===== config.mk =====
export PLATFORM = sky130hd
export DESIGN_NAME = hp_slot_top
export DESIGN_NICKNAME = d
export VERILOG_FILES = /design/src/rtl/hp_slot_pkg.sv /design/src/rtl/hp_slot_ctrl.sv /design/src/rtl/hp_slot_status.sv /design/src/rtl/hp_slot_notify.sv /design/src/rtl/hp_slot_top.sv
export SDC_FILE = /design/constraint.sdc
export NUM_CORES = 1
export LEC_CHECK = 0
export ABC_AREA = 1
export BUFFER_PORTS_ARGS = -buffer_cell sky130_fd_sc_hd__buf_2
export CAP_MARGIN = 20
export CORE_MARGIN = 3
export CORE_UTILIZATION = 39
export CTS_CLUSTER_SIZE = 24
export DETAILED_ROUTE_END_ITERATION = 12
export PLACE_DENSITY = 0.82
export SLEW_MARGIN = 20
export SYNTH_ARGS = -nofsm -noshare
export SYNTH_HDL_FRONTEND = slang
export SYNTH_SLANG_ARGS = --single-unit

===== constraint.sdc =====
create_clock -name clk -period 1.22 [get_ports clk]
set_input_delay 0.366 -clock clk [delete_from_list [all_inputs] [get_ports clk]]
set_output_delay 0.366 -clock clk [all_outputs]
set_load 0.02 [all_outputs]

===== src/rtl/hp_slot_pkg.sv =====
package hp_slot_pkg;

  localparam int NUM_EV = 3;
  localparam logic [NUM_EV-1:0] EV_SUPPORTED = 3'b111;
  localparam logic [1:0] IND_OFF = 2'b11;

  localparam int CTL_LOCK_BIT = 8;
  localparam int STS_LSB = 16;

  localparam int EV_BUTTON = 0;
  localparam int EV_PRES   = 1;
  localparam int EV_CMD    = 2;

  typedef struct packed {
    logic [1:0]        pwr_ind;
    logic [1:0]        attn_ind;
    logic              hpie;
    logic [NUM_EV-1:0] ev_en;
  } slot_ctl_t;

  typedef struct packed {
    logic              lock;
    logic              pds;
    logic [NUM_EV-1:0] ev;
  } slot_sts_t;

endpackage


===== src/rtl/hp_slot_ctrl.sv =====
module hp_slot_ctrl
  import hp_slot_pkg::*;
(
  input  logic      clk,
  input  logic      rst_n,
  input  logic      wr_hit,
  input  logic [1:0] be,
  input  logic [8:0] wdata,
  output slot_ctl_t ctl,
  output logic      cmd,
  output logic      lock_toggle
);

  slot_ctl_t ctl_q, ctl_d;
  logic      ctl_en;

  always_comb begin
    ctl_en      = wr_hit & be[0];
    ctl_d       = slot_ctl_t'(wdata[7:0]);
    cmd         = wr_hit & (|be);
    lock_toggle = wr_hit & be[1] & wdata[CTL_LOCK_BIT];
  end

  always_ff @(posedge clk or negedge rst_n) begin
    if (!rst_n) begin
      ctl_q.pwr_ind  <= IND_OFF;
      ctl_q.attn_ind <= IND_OFF;
      ctl_q.hpie     <= 1'b0;
      ctl_q.ev_en    <= '0;
    end else if (ctl_en) begin
      ctl_q <= ctl_d;
    end
  end

  assign ctl = ctl_q;

  // control holds its value when no write reaches byte 0
  p_ctl_hold_r3: assert property (@(posedge clk) disable iff (!rst_n)
    !(wr_hit && be[0]) |=> $stable(ctl_q));

endmodule


===== src/rtl/hp_slot_status.sv =====
module hp_slot_status
  import hp_slot_pkg::*;
(
  input  logic              clk,
  input  logic              rst_n,
  input  logic              ev_insert,
  input  logic              ev_remove,
  input  logic              ev_button,
  input  logic              cmd,
  input  logic              lock_toggle,
  input  logic              clr_wr,
  input  logic [NUM_EV-1:0] clr_bits,
  output slot_sts_t         sts,
  output logic              plug_err
);

  slot_sts_t         sts_q;
  logic [NUM_EV-1:0] ev_d, set_vec, clr_vec;
  logic              pds_d, lock_d, pds_en;
  logic              plug_req, accept, refused;
  logic              err_q;

  always_comb begin
    plug_req = ev_insert | ev_remove;
    refused  = plug_req & sts_q.lock;
    accept   = plug_req & ~sts_q.lock;
    pds_en   = accept;
    pds_d    = ev_insert;
    lock_d   = sts_q.lock ^ lock_toggle;
    set_vec            = '0;
    set_vec[EV_BUTTON] = ev_button;
    set_vec[EV_PRES]   = accept;
    set_vec[EV_CMD]    = cmd;
    clr_vec  = clr_wr ? (clr_bits & EV_SUPPORTED) : '0;
  end

  for (genvar i = 0; i < NUM_EV; i++) begin : g_ev
    always_comb ev_d[i] = set_vec[i] | (sts_q.ev[i] & ~clr_vec[i]);

    always_ff @(posedge clk or negedge rst_n) begin
      if (!rst_n) sts_q.ev[i] <= 1'b0;
      else        sts_q.ev[i] <= ev_d[i];
    end
  end

  always_ff @(posedge clk or negedge rst_n) begin
    if (!rst_n) begin
      sts_q.pds  <= 1'b0;
      sts_q.lock <= 1'b0;
      err_q      <= 1'b0;
    end else begin
      if (pds_en) sts_q.pds <= pds_d;
      if (lock_toggle) sts_q.lock <= lock_d;
      err_q <= refused;
    end
  end

  assign sts      = sts_q;
  assign plug_err = err_q;

  // a command always leaves command-completed set
  p_cc_after_cmd_r4: assert property (@(posedge clk) disable iff (!rst_n)
    cmd |=> sts_q.ev[EV_CMD]);

  // the lock command flips the lock state
  p_lock_flip_r5: assert property (@(posedge clk) disable iff (!rst_n)
    lock_toggle |=> (sts_q.lock != $past(sts_q.lock)));

  // accepted insertion shows presence
  p_pds_insert_r6: assert property (@(posedge clk) disable iff (!rst_n)
    (ev_insert && !sts_q.lock) |=> sts_q.pds);

  // a refused request keeps presence and raises the error
  p_refuse_r7: assert property (@(posedge clk) disable iff (!rst_n)
    (plug_req && sts_q.lock) |=> ($stable(sts_q.pds) && err_q));

endmodule


===== src/rtl/hp_slot_notify.sv =====
module hp_slot_notify
  import hp_slot_pkg::*;
#(
  parameter int VEC_W = 5
) (
  input  logic             clk,
  input  logic             rst_n,
  input  slot_ctl_t        ctl,
  input  slot_sts_t        sts,
  input  logic             msi_en,
  input  logic [VEC_W-1:0] msg_num,
  output logic             intx,
  output logic             msi_req,
  output logic [VEC_W-1:0] msi_vec
);

  logic             notify_c, notify_q, rise;
  logic             msi_q;
  logic [VEC_W-1:0] vec_q;

  always_comb begin
    notify_c = ctl.hpie & (|(sts.ev & ctl.ev_en & EV_SUPPORTED));
    rise     = notify_c & ~notify_q;
  end

  always_ff @(posedge clk or negedge rst_n) begin
    if (!rst_n) begin
      notify_q <= 1'b0;
      msi_q    <= 1'b0;
      vec_q    <= '0;
    end else begin
      notify_q <= notify_c;
      msi_q    <= rise & msi_en;
      if (rise & msi_en) vec_q <= msg_num;
    end
  end

  assign intx    = notify_q & ~msi_en;
  assign msi_req = msi_q;
  assign msi_vec = vec_q;

  // a request lasts one cycle
  p_msi_single_r11: assert property (@(posedge clk) disable iff (!rst_n)
    msi_q |=> !msi_q);

  // no request unless message interrupts were enabled
  p_msi_enabled_r11: assert property (@(posedge clk) disable iff (!rst_n)
    msi_q |-> $past(msi_en));

endmodule


===== src/rtl/hp_slot_top.sv =====
module hp_slot_top
  import hp_slot_pkg::*;
#(
  parameter int ADDR_W    = 4,
  parameter int CAP_WORD  = 0,
  parameter int SLOT_WORD = 1,
  parameter int SLOT_NUM  = 5,
  parameter int VEC_W     = 5
) (
  input  logic              clk,
  input  logic              rst_ni,
  input  logic              cfg_wr,
  input  logic              cfg_rd,
  input  logic [ADDR_W-1:0] cfg_addr,
  input  logic [3:0]        cfg_be,
  input  logic [31:0]       cfg_wdata,
  output logic [31:0]       cfg_rdata,
  input  logic              plug_insert,
  input  logic              plug_remove,
  input  logic              button_press,
  input  logic              msi_en,
  input  logic [VEC_W-1:0]  msg_num,
  output logic              intx_o,
  output logic              msi_req_o,
  output logic [VEC_W-1:0]  msi_vec_o,
  output logic              plug_err_o
);

  localparam logic [ADDR_W-1:0] CAP_A  = ADDR_W'(CAP_WORD);
  localparam logic [ADDR_W-1:0] SLOT_A = ADDR_W'(SLOT_WORD);
  localparam logic [12:0]       SLOT_BITS = 13'(SLOT_NUM);
  localparam logic [31:0]       CAP_VAL = {SLOT_BITS, 14'b0, 5'b11111};

  logic [1:0] rst_sync_q;
  logic       rst_n;

  always_ff @(posedge clk or negedge rst_ni) begin
    if (!rst_ni) rst_sync_q <= 2'b00;
    else         rst_sync_q <= {rst_sync_q[0], 1'b1};
  end
  assign rst_n = rst_sync_q[1];

  slot_ctl_t ctl;
  slot_sts_t sts;
  logic      wr_hit, cmd, lock_toggle, clr_wr;
  logic      unused_inputs;

  assign wr_hit        = cfg_wr & (cfg_addr == SLOT_A);
  assign clr_wr        = wr_hit & cfg_be[2];
  assign unused_inputs = ^{cfg_wdata[31:19], cfg_wdata[15:9], cfg_be[3]};

  hp_slot_ctrl u_ctrl (
    .clk         (clk),
    .rst_n       (rst_n),
    .wr_hit      (wr_hit),
    .be          (cfg_be[1:0]),
    .wdata       (cfg_wdata[8:0]),
    .ctl         (ctl),
    .cmd         (cmd),
    .lock_toggle (lock_toggle)
  );

  hp_slot_status u_status (
    .clk         (clk),
    .rst_n       (rst_n),
    .ev_insert   (plug_insert),
    .ev_remove   (plug_remove),
    .ev_button   (button_press),
    .cmd         (cmd),
    .lock_toggle (lock_toggle),
    .clr_wr      (clr_wr),
    .clr_bits    (cfg_wdata[STS_LSB +: NUM_EV]),
    .sts         (sts),
    .plug_err    (plug_err_o)
  );

  hp_slot_notify #(.VEC_W(VEC_W)) u_notify (
    .clk     (clk),
    .rst_n   (rst_n),
    .ctl     (ctl),
    .sts     (sts),
    .msi_en  (msi_en),
    .msg_num (msg_num),
    .intx    (intx_o),
    .msi_req (msi_req_o),
    .msi_vec (msi_vec_o)
  );

  always_comb begin
    cfg_rdata = '0;
    if (cfg_rd) begin
      if (cfg_addr == CAP_A) begin
        cfg_rdata = CAP_VAL;
      end else if (cfg_addr == SLOT_A) begin
        cfg_rdata[7:0]                 = ctl;
        cfg_rdata[STS_LSB +: NUM_EV+2] = sts;
      end
    end
  end

endmodule


**Word level (Yosys, flattened, before mapping)**

Cells that the tools add are included.

- Bits in registers: 23
- Word-level logic and storage cells: 52

- Reduce and logical (&&, ||, !) cells: 3
- Mux-type cells: 7
- Equality and inequality tests: 1
- Bitwise logic cells: 27

Operators by type and width:

| kind | count |
|---|---|
| 32-bit 2-to-1 mux | 1 |
| 8-bit 2-to-1 mux | 2 |
| 1-bit bitwise AND | 15 |
| 5-bit 2-to-1 mux | 2 |
| 1-bit NOT | 6 |
| 4-bit by 1-bit equality test with 1-bit output, second input constant | 1 |
| 4-bit zero test | 1 |
| 1-bit bitwise OR | 4 |
| 3-bit bitwise AND | 1 |
| 3-bit 2-to-1 mux | 1 |
| 3-bit OR reduction | 1 |
| 2-bit OR reduction | 1 |
| 1-bit 2-to-1 mux | 1 |
| 1-bit XOR | 1 |

**Longest topological paths before layout**

Gate-level depths: netlist of run 1.

- Depth in word-level cells: 7
- Depth in mapped cells: 6

**Modules after synthesis**

A second synthesis of run 1 with hierarchy kept.

- Cells, all modules: 152
- Area, all modules: 1296.2 µm²

Modules (own cells, without submodules):

| module | cells each | instances | sequential area each (µm²) | area an instance (µm²) |
|---|---|---|---|---|
| hp_slot_top | 58 | 1 | 50.0 | 391.6 |
| hp_slot_ctrl | 39 | 1 | 205.2 | 361.6 |
| hp_slot_notify | 34 | 1 | 175.2 | 316.6 |
| hp_slot_status | 21 | 1 | 150.1 | 226.5 |

**Worst setup path before layout of run 1**

No wires, ideal clock.

- Path kind: input -> output
- Start point: in cfg_addr[0]
- End point: out cfg_rdata[16]
- Cell stages on the path: 3
- Required time: 854 ps
- Path slack: -185 ps
- Arrival: 1039 ps
- Cells stage by stage: buf_4 -> nand4_1 -> nor2_1

- Word-level cells in the longest chain between the ends: 4
- Elaborated cells between the ends (all ways): 5

Ends and longest elaborated chain:

| element | line | RTL |
|---|---|---|
| start, declared | hp_slot_top.sv:14 | `input logic [ADDR_W-1:0] cfg_addr,` |
| 4-bit by 1-bit equality test with 1-bit output | hp_slot_top.sv:94 | `end else if (cfg_addr == SLOT_A) begin` |
| 5-bit 2-to-1 mux | hp_slot_top.sv:94 |  |
| 5-bit 2-to-1 mux (*) | hp_slot_top.sv:92 | `if (cfg_addr == CAP_A) begin` |
| 32-bit 2-to-1 mux (*) | hp_slot_top.sv:91 | `if (cfg_rd) begin` |
| end, declared | hp_slot_top.sv:17 | `output logic [31:0] cfg_rdata,` |

Mark *: on every way between the ends. The rest lies on a longest branch, timed or not.

**Worst setup path after layout of run 1**

- Start point: reg u_ctrl.ctl_q, in the netlist u_ctrl.ctl[4]
- End point: out cfg_rdata[4]

- Word-level cells in the longest chain between the ends: 3

Ends and longest elaborated chain:

| element | line | RTL |
|---|---|---|
| start, declared | hp_slot_ctrl.sv:14 | `slot_ctl_t ctl_q, ctl_d;` |
| start signal, assigned | hp_slot_ctrl.sv:31 | `ctl_q <= ctl_d;` |
| 8-bit 2-to-1 mux | hp_slot_top.sv:94 |  |
| 8-bit 2-to-1 mux | hp_slot_top.sv:92 |  |
| 32-bit 2-to-1 mux | hp_slot_top.sv:91 |  |

Every way passes these cells.

==> metrics, run 1 <==
failing checks setup timing; first-pass GRT wire length roughly 4.4 mm; endpoint class of the critical path output port; Leakage 0.993 nW; setup TNS -3.42 ns; max_cap viols 0; Crit Path Category flop to output port; antenna viol nets, final 0; Arrival @ worst endpoint 1.17 ns; RSZ-0062 raised after global routing yes; Slew Limit Fails 0; post-synthesis sequential area ratio about half; layout net count about 270; Critical Path RT ~0.85 ns; die area ~3800 sq um; Root Buffer clkbuf_4; pin count of the biggest net entering global routing 16; die width 61.5 um; Cells after Synth 153; area grow syn2layout 50.4%; clock transition at the registers of the reported paths between 0.1 and 0.15 ns; PortBufs between 50 and 60; worst skew pair latency 0.31 ns; Final Cycle Share 126%; CP max FO 2; Via Count roughly 1,100; post-route clock skew approximately 0.0011 ns; Core Footprint 2850 sq um; CP Launch Type flop; total gr overflow 0; share of layout cells above drive strength 1 about 45%; number of fill cells 265; CTS buffer count 3; commonest non-fill, non-tap cell in the layout nand2_1; clock sink total 23; Final min period 1.53 ns; Final setup viols 19; Detailed Place HPWL slightly above 2 mm; average wire per standard cell 11.7 um; starting density of the core 42.1%; CTS tree yes; PD cells roughly 1200 nW/um^2; total global-route track usage ~16%; Synth Cell Area 1200 sq um; antenna violations before repair 0; post-DR vias/cell about 4.4; drc violations 0; f_max around 650 MHz; io pins 93; Die Ht 61.5 um; status complete, but fails checks; H-tree depth 1; Ant. Diodes 0; most frequent cells in the layout 43 x nand2_1, 29 x buf_2, 20 x buf_6; peak supply drop 0.704 mV; Seq cells post-synth 23; Design Power 0.00225 W; fin worst setup slack -0.315 ns; vias in the first global route around 1,100; worst min-delay path class flop to async pin; 1st-pass router iterations 4; clock buffer depth 2; Rows 19; post-synth cell types 18; routed wire length a little under 3 mm; Placer Congestion 0.721; final hold viol count 0; synth warn 0; syn avg cell area 7.86 sq um; initial drt markers 43
==> per-layer routing <==
metal	wire length, um	part of all wire (%)	track usage [%]	vias to the layer above
li1	-	-	-	564
met2	1450	49	28.1	48
met5	0	0	0	-
met3	204	6.9	2.10	6
met4	51	1.7	7.58	0
met1	1230	42	19.0	483
==> metrics by stage <==
stage	cells	worst slack (ns)	instance area, sq um	utilization, %	hold WS [ns]
2_1_floorplan	170	-0.185	1270	-	0.0704
3_3_place_gp	238	-0.320	1460	51.2	0.132
3_5_place_dp	238	-0.329	1460	51.2	0.138
4_1_cts	247	-0.328	1660	58.3	0.150
5_1_grt	250	-0.375	1810	63.4	0.180
6_report	250	-0.315	1810	63.4	0.140
==> cells in the mapped netlist, drive strengths merged <==
cell type,instances,area share [%]
nand4,2,1.0
o21ai,2,0.83
a21oi,6,2.5
dfstp,4,8.7
conb,2,0.62
dfrtp,19,40
nand2,49,16
buf,21,13
nand3,15,6.7
nor2,14,5.2
inv,19,5.9
==> worst max-delay path, cell delays in order (launching register included) <==
cell	delay (ns)
dfstp_2	0.56
inv_2	0.04
a21oi_2	0.12
buf_6	0.13
==> power by group <==
| group | internal [W] | leakage (nW) | total [W] | switching, W |
|---|---|---|---|---|
| combinational | 0.000389 | 0.701 | 0.000851 | 0.000462 |
| sequential | 0.000936 | 0.274 | 0.00105 | 0.000109 |
| clock | 0.000123 | 0.0177 | 0.000356 | 0.000234 |
| total | 0.00145 | 0.993 | 0.00225 | 0.000805 |
==> final cells by class <==
cell class / instances / area [sq um] / share of cell area, %
multi-input cells: 107 / 574 / 31.8
repair buffers: 66 / 513 / 28.4
clock inverters: 1 / 5.00 / 0.277
clock buffers: 3 / 22.5 / 1.25
flip-flops and latches: 23 / 581 / 32.1
inverters: 19 / 73.8 / 4.08
well taps: 31 / 38.8 / 2.15
==> final timing paths <==
kind	start	endpoint	slack [ns]	cells after the start
worst max-delay path	u_ctrl.ctl[4]	cfg_rdata[4]	-0.31	3
worst min-delay path	rst_sync_q[1]	u_notify.msi_vec[2]	0.14	0
worst max register to register	u_ctrl.ctl[0]	u_notify.msi_vec[1]	0.12	7
worst min register to register	rst_sync_q[1]	u_notify.msi_vec[2]	0.14	0
max in group asynchronous	rst_sync_q[1]	u_ctrl.ctl[6]	0.61	1
min in group clk	button_press	u_status.sts[0]	0.23	3
==> timing repair <==
item                                   in CTS  in global routing
hold buffers                                1                  0
endpoints found under the hold margin       2                  0
setup endpoints to repair                  22                 27
pin swaps                                   8                 14
setup buffers                               4                  6
resized for setup                          43                 34
==> state kept, by name, indices dropped and copies added (netlist names) <==
signal             flops
rst_sync_q             2
u_ctrl.ctl             8
u_notify.msi_req       1
u_notify.msi_vec       5
u_notify.notify_q      1
u_status.plug_err      1
u_status.sts           5
==> logic make-up (layout without fill, tap and decap cells) <==
group / Yosys count / in the layout / synth area share (%)
buffers and inverters: 40 / 89 / 19.1
other: 2 / 19 / 0.625
AO/OA/AOI/OAI: 8 / 8 / 3.33
flip-flops: 23 / 23 / 48.3
AND/OR/NAND/NOR: 80 / 80 / 28.6
(Power assumes the default switching activity.)
==> inputs of run 2 (changes only) <==
- BUFFER_PORTS_ARGS: -buffer_cell sky130_fd_sc_hd__buf_2 -> -buffer_cell sky130_fd_sc_hd__buf_4
==> metrics, run 2 (synthesis results as in run 1) <==
status complete, but fails checks; Place WS -0.371 ns (-0.0421 ns); Psw 0.000781 W (-3.0%); vias in the first global route 965 (-8.4%); max reg flops 8 (unchanged); Leakage 1.02 nW (+2.5%); Final Cycle Share 123% (-2.6 points); die width 61.5 um (unchanged); Core Footprint 2850 sq um (unchanged); Fin Hold WS 0.155 ns (+0.0144 ns); average wire per standard cell 11.6 um (-1.1%); antenna violations before repair 0 (unchanged); Die Ht 61.5 um (unchanged); starting density of the core 42.1% (unchanged); Root Buffer clkbuf_4; commonest non-fill, non-tap cell in the layout buf_4; PortBufs 53 (unchanged); CP max-delay cell dfstp_2; clock transition at the registers of the reported paths 0.12 ns (about the same); io pins 93 (unchanged); drc violations 0 (unchanged); H-tree depth 1 (unchanged); area grow syn2layout 56.4%; CP Launch Type flop; Crit Path Category flop to output port; post-route clock skew 0.00418 ns (+0.00306 ns); total gr overflow 0 (unchanged); Reg power frac 46.1% (-0.3 points); total global-route track usage 15.4% (-0.50 points); RSZ-0062 raised after global routing yes; peak supply drop 0.790 mV (+12%); R2R depth 6 (-1); fin worst setup slack -0.284 ns (+0.0311 ns); CTS tree yes; Arrival @ worst endpoint 1.14 ns (-0.03 ns); worst skew pair latency 0.30 ns (about the same); first-pass GRT wire length 4.24 mm (-2.8%); Slew Limit Fails 0 (unchanged); PD cells 1200 nW/um^2 (-3.4%); final hold viol count 0 (unchanged); Via Count 1,104 (+0.27%); CP cell instances inv_2 > a21oi_2 > buf_6; routed wire length 2.93 mm (-0.31%); Detailed Place HPWL 2.19 mm (+7.6%); post-DR vias/cell 4.38 (-0.52%); Rows 19 (unchanged); Final setup viols 16 (-3); share of layout cells above drive strength 1 45.2% (+0.50 points); Comb pwr share 38.9% (+1.1 points); pin count of the biggest net entering global routing 15 (-1); f_max 665 MHz (+2.1%); clock sink total 23 (unchanged); placed insts 241 (+1.3%); clock share of power 15.0% (-0.8 points); post-route insts no fill 252 (+0.80%); worst min-delay path class flop to async pin; Ant. Diodes 0 (unchanged); clock buffer depth 2 (unchanged); CTS buffer count 3 (unchanged); antenna viol nets, final 0 (unchanged); Final min period 1.50 ns (-0.0311 ns); CP max FO 2 (unchanged); most frequent cells in the layout 47 x buf_4, 44 x nand2_1, 19 x conb_1, 19 x buf_6, 19 x dfrtp_1; layout net count 275 (+0.73%); reg2reg setup slack 0.07 ns (-0.05 ns); Design Power 0.00226 W (+0.52%); Critical Path RT 0.85 ns (about the same); die area 3790 sq um (unchanged); Placer Congestion 0.722 (about the same); post-layout util 65.9% (+2.5 points); max_cap viols 0 (unchanged); endpoint class of the critical path output port; CP max stage delay 0.56 ns (about the same); 1st-pass router iterations 4 (unchanged); FF-to-FF End u_notify.msi_req; Sw Share 34.5% (-1.2 points); failing checks setup timing; initial drt markers 18 (-58%); FF-to-FF Start u_ctrl.ctl[1]; Int Pwr 0.00148 W (+2.5%)
[run 2: cell count changes in the layout (fill, tap and decap cells not counted), moves of 2 or more]
cell	previous run	this run
buf_2	29	0
a21oi_2	1	3
nand2_4	3	1
a21oi_1	5	3
buf_4	15	47
[run 2: power by group through the flow]
stage	Clock [W]	Sequential, W	Combinational (W)
detailed placement	0	0.00104	0.000675
global route	0.000388	0.00107	0.000970
finish	0.000340	0.00104	0.000880
global placement	0	0.00103	0.000658
floorplan	0	0.00113	0.000316
CTS	0.000354	0.00104	0.000790
[run 2: worst max-delay path, delay by kind of cell, from the launching register on]
kind	cells	cell delay, ns
AO/OA/AOI/OAI	1	0.12
buffers and inverters	2	0.17
flip-flops	1	0.56
[run 2: final cells by class]
type                            count  area, sq um
Clock buffer                        4         26.3
Tap cell                           31         38.8
Sequential cell                    23          581
Multi-Input combinational cell    107          564
Timing Repair Buffer               68          597
Fill cell                         243          972
Inverter                           19         73.8
[run 2: timing repair]
action | CTS | global route
setup endpoints to repair | 20 | 27
setup buffers | 3 | 4
hold endpoints to repair | 2 | 0
hold buffers | 1 | 0
pin swaps | 8 | 10
gates resized for setup | 33 | 19
[run 2: metal layers]
metal | up-vias | global-route usage, % | share of wire, %
met1 | 488 | 18.9 | 41
met5 | - | 0 | 0
met4 | 0 | 3.64 | 0.58
met3 | 2 | 5.24 | 7.2
li1 | 572 | - | -
met2 | 42 | 26.2 | 51
[run 2: worst max path at each step]
| stage | start | end | slack, ns | cells after the start |
|---|---|---|---|---|
| after detailed placement | cfg_addr[3] | cfg_rdata[19] | -0.37 | 5 |
| after floorplan | cfg_addr[0] | cfg_rdata[16] | -0.19 | 3 |
| after CTS | u_ctrl.ctl[4] | cfg_rdata[4] | -0.30 | 3 |
| final | u_ctrl.ctl[4] | cfg_rdata[4] | -0.28 | 3 |
| after global placement | cfg_addr[3] | cfg_rdata[19] | -0.34 | 5 |
| after global routing | u_ctrl.ctl[4] | cfg_rdata[4] | -0.35 | 3 |
[run 2: per-stage QoR]
| stage | setup TNS (ns) | area, sq um |
|---|---|---|
| after floorplan | -2.52 | 1270 |
| after global placement | -4.29 | 1620 |
| after detailed placement | -5.21 | 1620 |
| after CTS | -3.34 | 1800 |
| after global routing | -4.26 | 1880 |
| final | -3.19 | 1880 |
==> inputs of run 3 (changes only) <==
- CORE_MARGIN: 3 -> 2
==> metrics, run 3 (synthesis results as in run 1) <==
commonest non-fill, non-tap cell in the layout buf_4; 1st-pass router iterations 3 (-1); Arrival @ worst endpoint 1.14 ns (about the same); Int Pwr 0.00149 W (+0.17%); failing checks setup timing; f_max 663 MHz (-0.35%); status complete, but fails checks; clock share of power 15.3% (+0.3 points); antenna violations before repair 0 (unchanged); drc violations 0 (unchanged); grt met3 use 2.84% (-2.4 points); most frequent cells in the layout 49 x buf_4, 45 x nand2_1, 19 x conb_1, 19 x dfrtp_1; Ant. Diodes 0 (unchanged); peak supply drop 0.739 mV (-6.5%); CTS buffer count 3 (unchanged); Final min period 1.51 ns (+0.00532 ns); register area 581 sq um (unchanged); antenna viol nets, final 0 (unchanged); Reg power frac 46.2% (about the same); H-tree depth 1 (unchanged); Place WS -0.392 ns (-0.0207 ns); pin count of the biggest net entering global routing 16 (+1); Placer Congestion 0.735 (+1.8%); Crit Path Category primary input to output port; CP max FO 7 (+5); CTS tree yes; worst skew pair latency 0.30 ns (about the same); Slew Limit Fails 0 (unchanged); Comb pwr share 38.5% (-0.4 points); die area 3540 sq um (-6.4%); RSZ-0062 raised after global routing yes; Die Ht 59.5 um (-3.3%); routed wire length 2.71 mm (-7.4%); Sw Share 33.6% (-0.92 points); total global-route track usage 15.8% (+0.35 points); die width 59.5 um (-3.3%); vias in the first global route 1,020 (+5.7%); starting density of the core 40.0% (-2.1 points); fin worst setup slack -0.289 ns (-0.00532 ns); max_cap viols 0 (unchanged); Leakage 1.02 nW (about the same); Rows 20 (+1); clock sink total 23 (unchanged); setup TNS -3.20 ns (-0.00597 ns); area grow syn2layout 54.1%; PortBufs 53 (unchanged); worst min-delay path class flop to async pin; first-pass GRT wire length 4.28 mm (+0.97%); Detailed Place HPWL 2.02 mm (-7.6%); placed insts 240 (-0.41%); Core Footprint 3000 sq um (+5.3%); post-route insts no fill 254 (+0.79%); Fin Hold WS 0.141 ns (-0.0136 ns); Multi-input gate area 533 sq um (-5.5%); clock transition at the registers of the reported paths 0.12 ns (about the same); Psw 0.000751 W (-3.9%); share of layout cells above drive strength 1 43.0% (-2.3 points); io pins 93 (unchanged); average wire per standard cell 10.7 um (-8.1%); number of fill cells 268 (+10%); GRT met1 Usage 22.1% (+3.2 points); post-route clock skew 0.00721 ns (+0.00303 ns); PD cells 1210 nW/um^2 (+0.24%); endpoint class of the critical path output port; clock buffer depth 2 (unchanged); post-layout util 61.7% (-4.2 points); initial drt markers 21 (+3); layout net count 275 (unchanged); Final Cycle Share 124% (+0.44 points); grt peak-use layer met2; CP Launch Type primary input; Root Buffer clkbuf_4; max reg flops 8 (unchanged); post-DR vias/cell 4.37 (-0.25%); total gr overflow 0 (unchanged); final hold viol count 0 (unchanged); met2 global-route usage 25.1% (-1.0 points); Final setup viols 15 (-1); Via Count 1,110 (+0.54%); Critical Path RT 0.85 ns (about the same)
[run 3: cell count changes in the layout (fill, tap and decap cells not counted)]
cell	before	now
nor2_2	1	6
nor2_4	8	3
buf_6	19	16
inv_1	13	16
inv_2	5	2
buf_4	47	49
a21oi_1	3	4
a21oi_2	3	2
buf_12	1	2
nand2_1	44	45
nand2_2	4	3
[run 3: power by group through the flow]
stage               clock (W)  combinational, W  sequential (W)
CTS                  0.000352          0.000782         0.00102
floorplan                   0          0.000316         0.00113
global placement            0          0.000647         0.00103
detailed placement          0          0.000663         0.00104
finish               0.000342          0.000862         0.00103
global route         0.000394          0.000952         0.00106
[run 3: critical path: stages]
cell	delay, ns
buf_6	0.09
nor2_4	0.14
nand4_1	0.11
buf_6	0.17
nor2_2	0.12
buf_4	0.15
[run 3: per-layer routing]
metal | part of all wire, % | routed length, um | vias up
met5 | 0 | 0 | -
met4 | 0.89 | 24 | 0
met3 | 6.1 | 166 | 2
met2 | 49 | 1340 | 39
met1 | 43 | 1180 | 501
li1 | - | - | 568
[run 3: worst paths after layout]
path | from | to | slack [ns] | cells after the start
setup reg to reg | u_ctrl.ctl[1] | u_notify.msi_vec[0] | 0.07 | 7
hold reg to reg | rst_sync_q[1] | u_notify.msi_vec[0] | 0.14 | 0
hold / removal | rst_sync_q[1] | u_notify.msi_vec[0] | 0.14 | 0
setup / recovery | cfg_addr[3] | cfg_rdata[7] | -0.29 | 6
max in group asynchronous | rst_sync_q[1] | u_ctrl.ctl[4] | 0.61 | 1
min in group clk | button_press | u_status.sts[0] | 0.25 | 3
[run 3: final cells by class]
type | count | share of cell area [%]
clock buffers | 4 | 1.42
inverters | 19 | 3.98
repair buffers | 68 | 32.3
flip-flops and latches | 23 | 31.3
multi-input cells | 107 | 28.8
well taps | 33 | 2.23
[run 3: repair_timing]
item,4_1_cts,5_1_grt
endpoints found under the hold margin,2,0
setup endpoints to repair,19,27
gates resized for setup,16,23
hold buffers,1,0
setup buffers,7,3
pin swaps,5,6
[run 3: through the flow]
| step | instance area, sq um | power [W] |
|---|---|---|
| final | 1850 | 0.00224 |
| after global routing | 1850 | 0.00240 |
| after CTS | 1750 | 0.00216 |
| after detailed placement | 1610 | 0.00170 |
| after global placement | 1610 | 0.00168 |
| after floorplan | 1270 | 0.00145 |
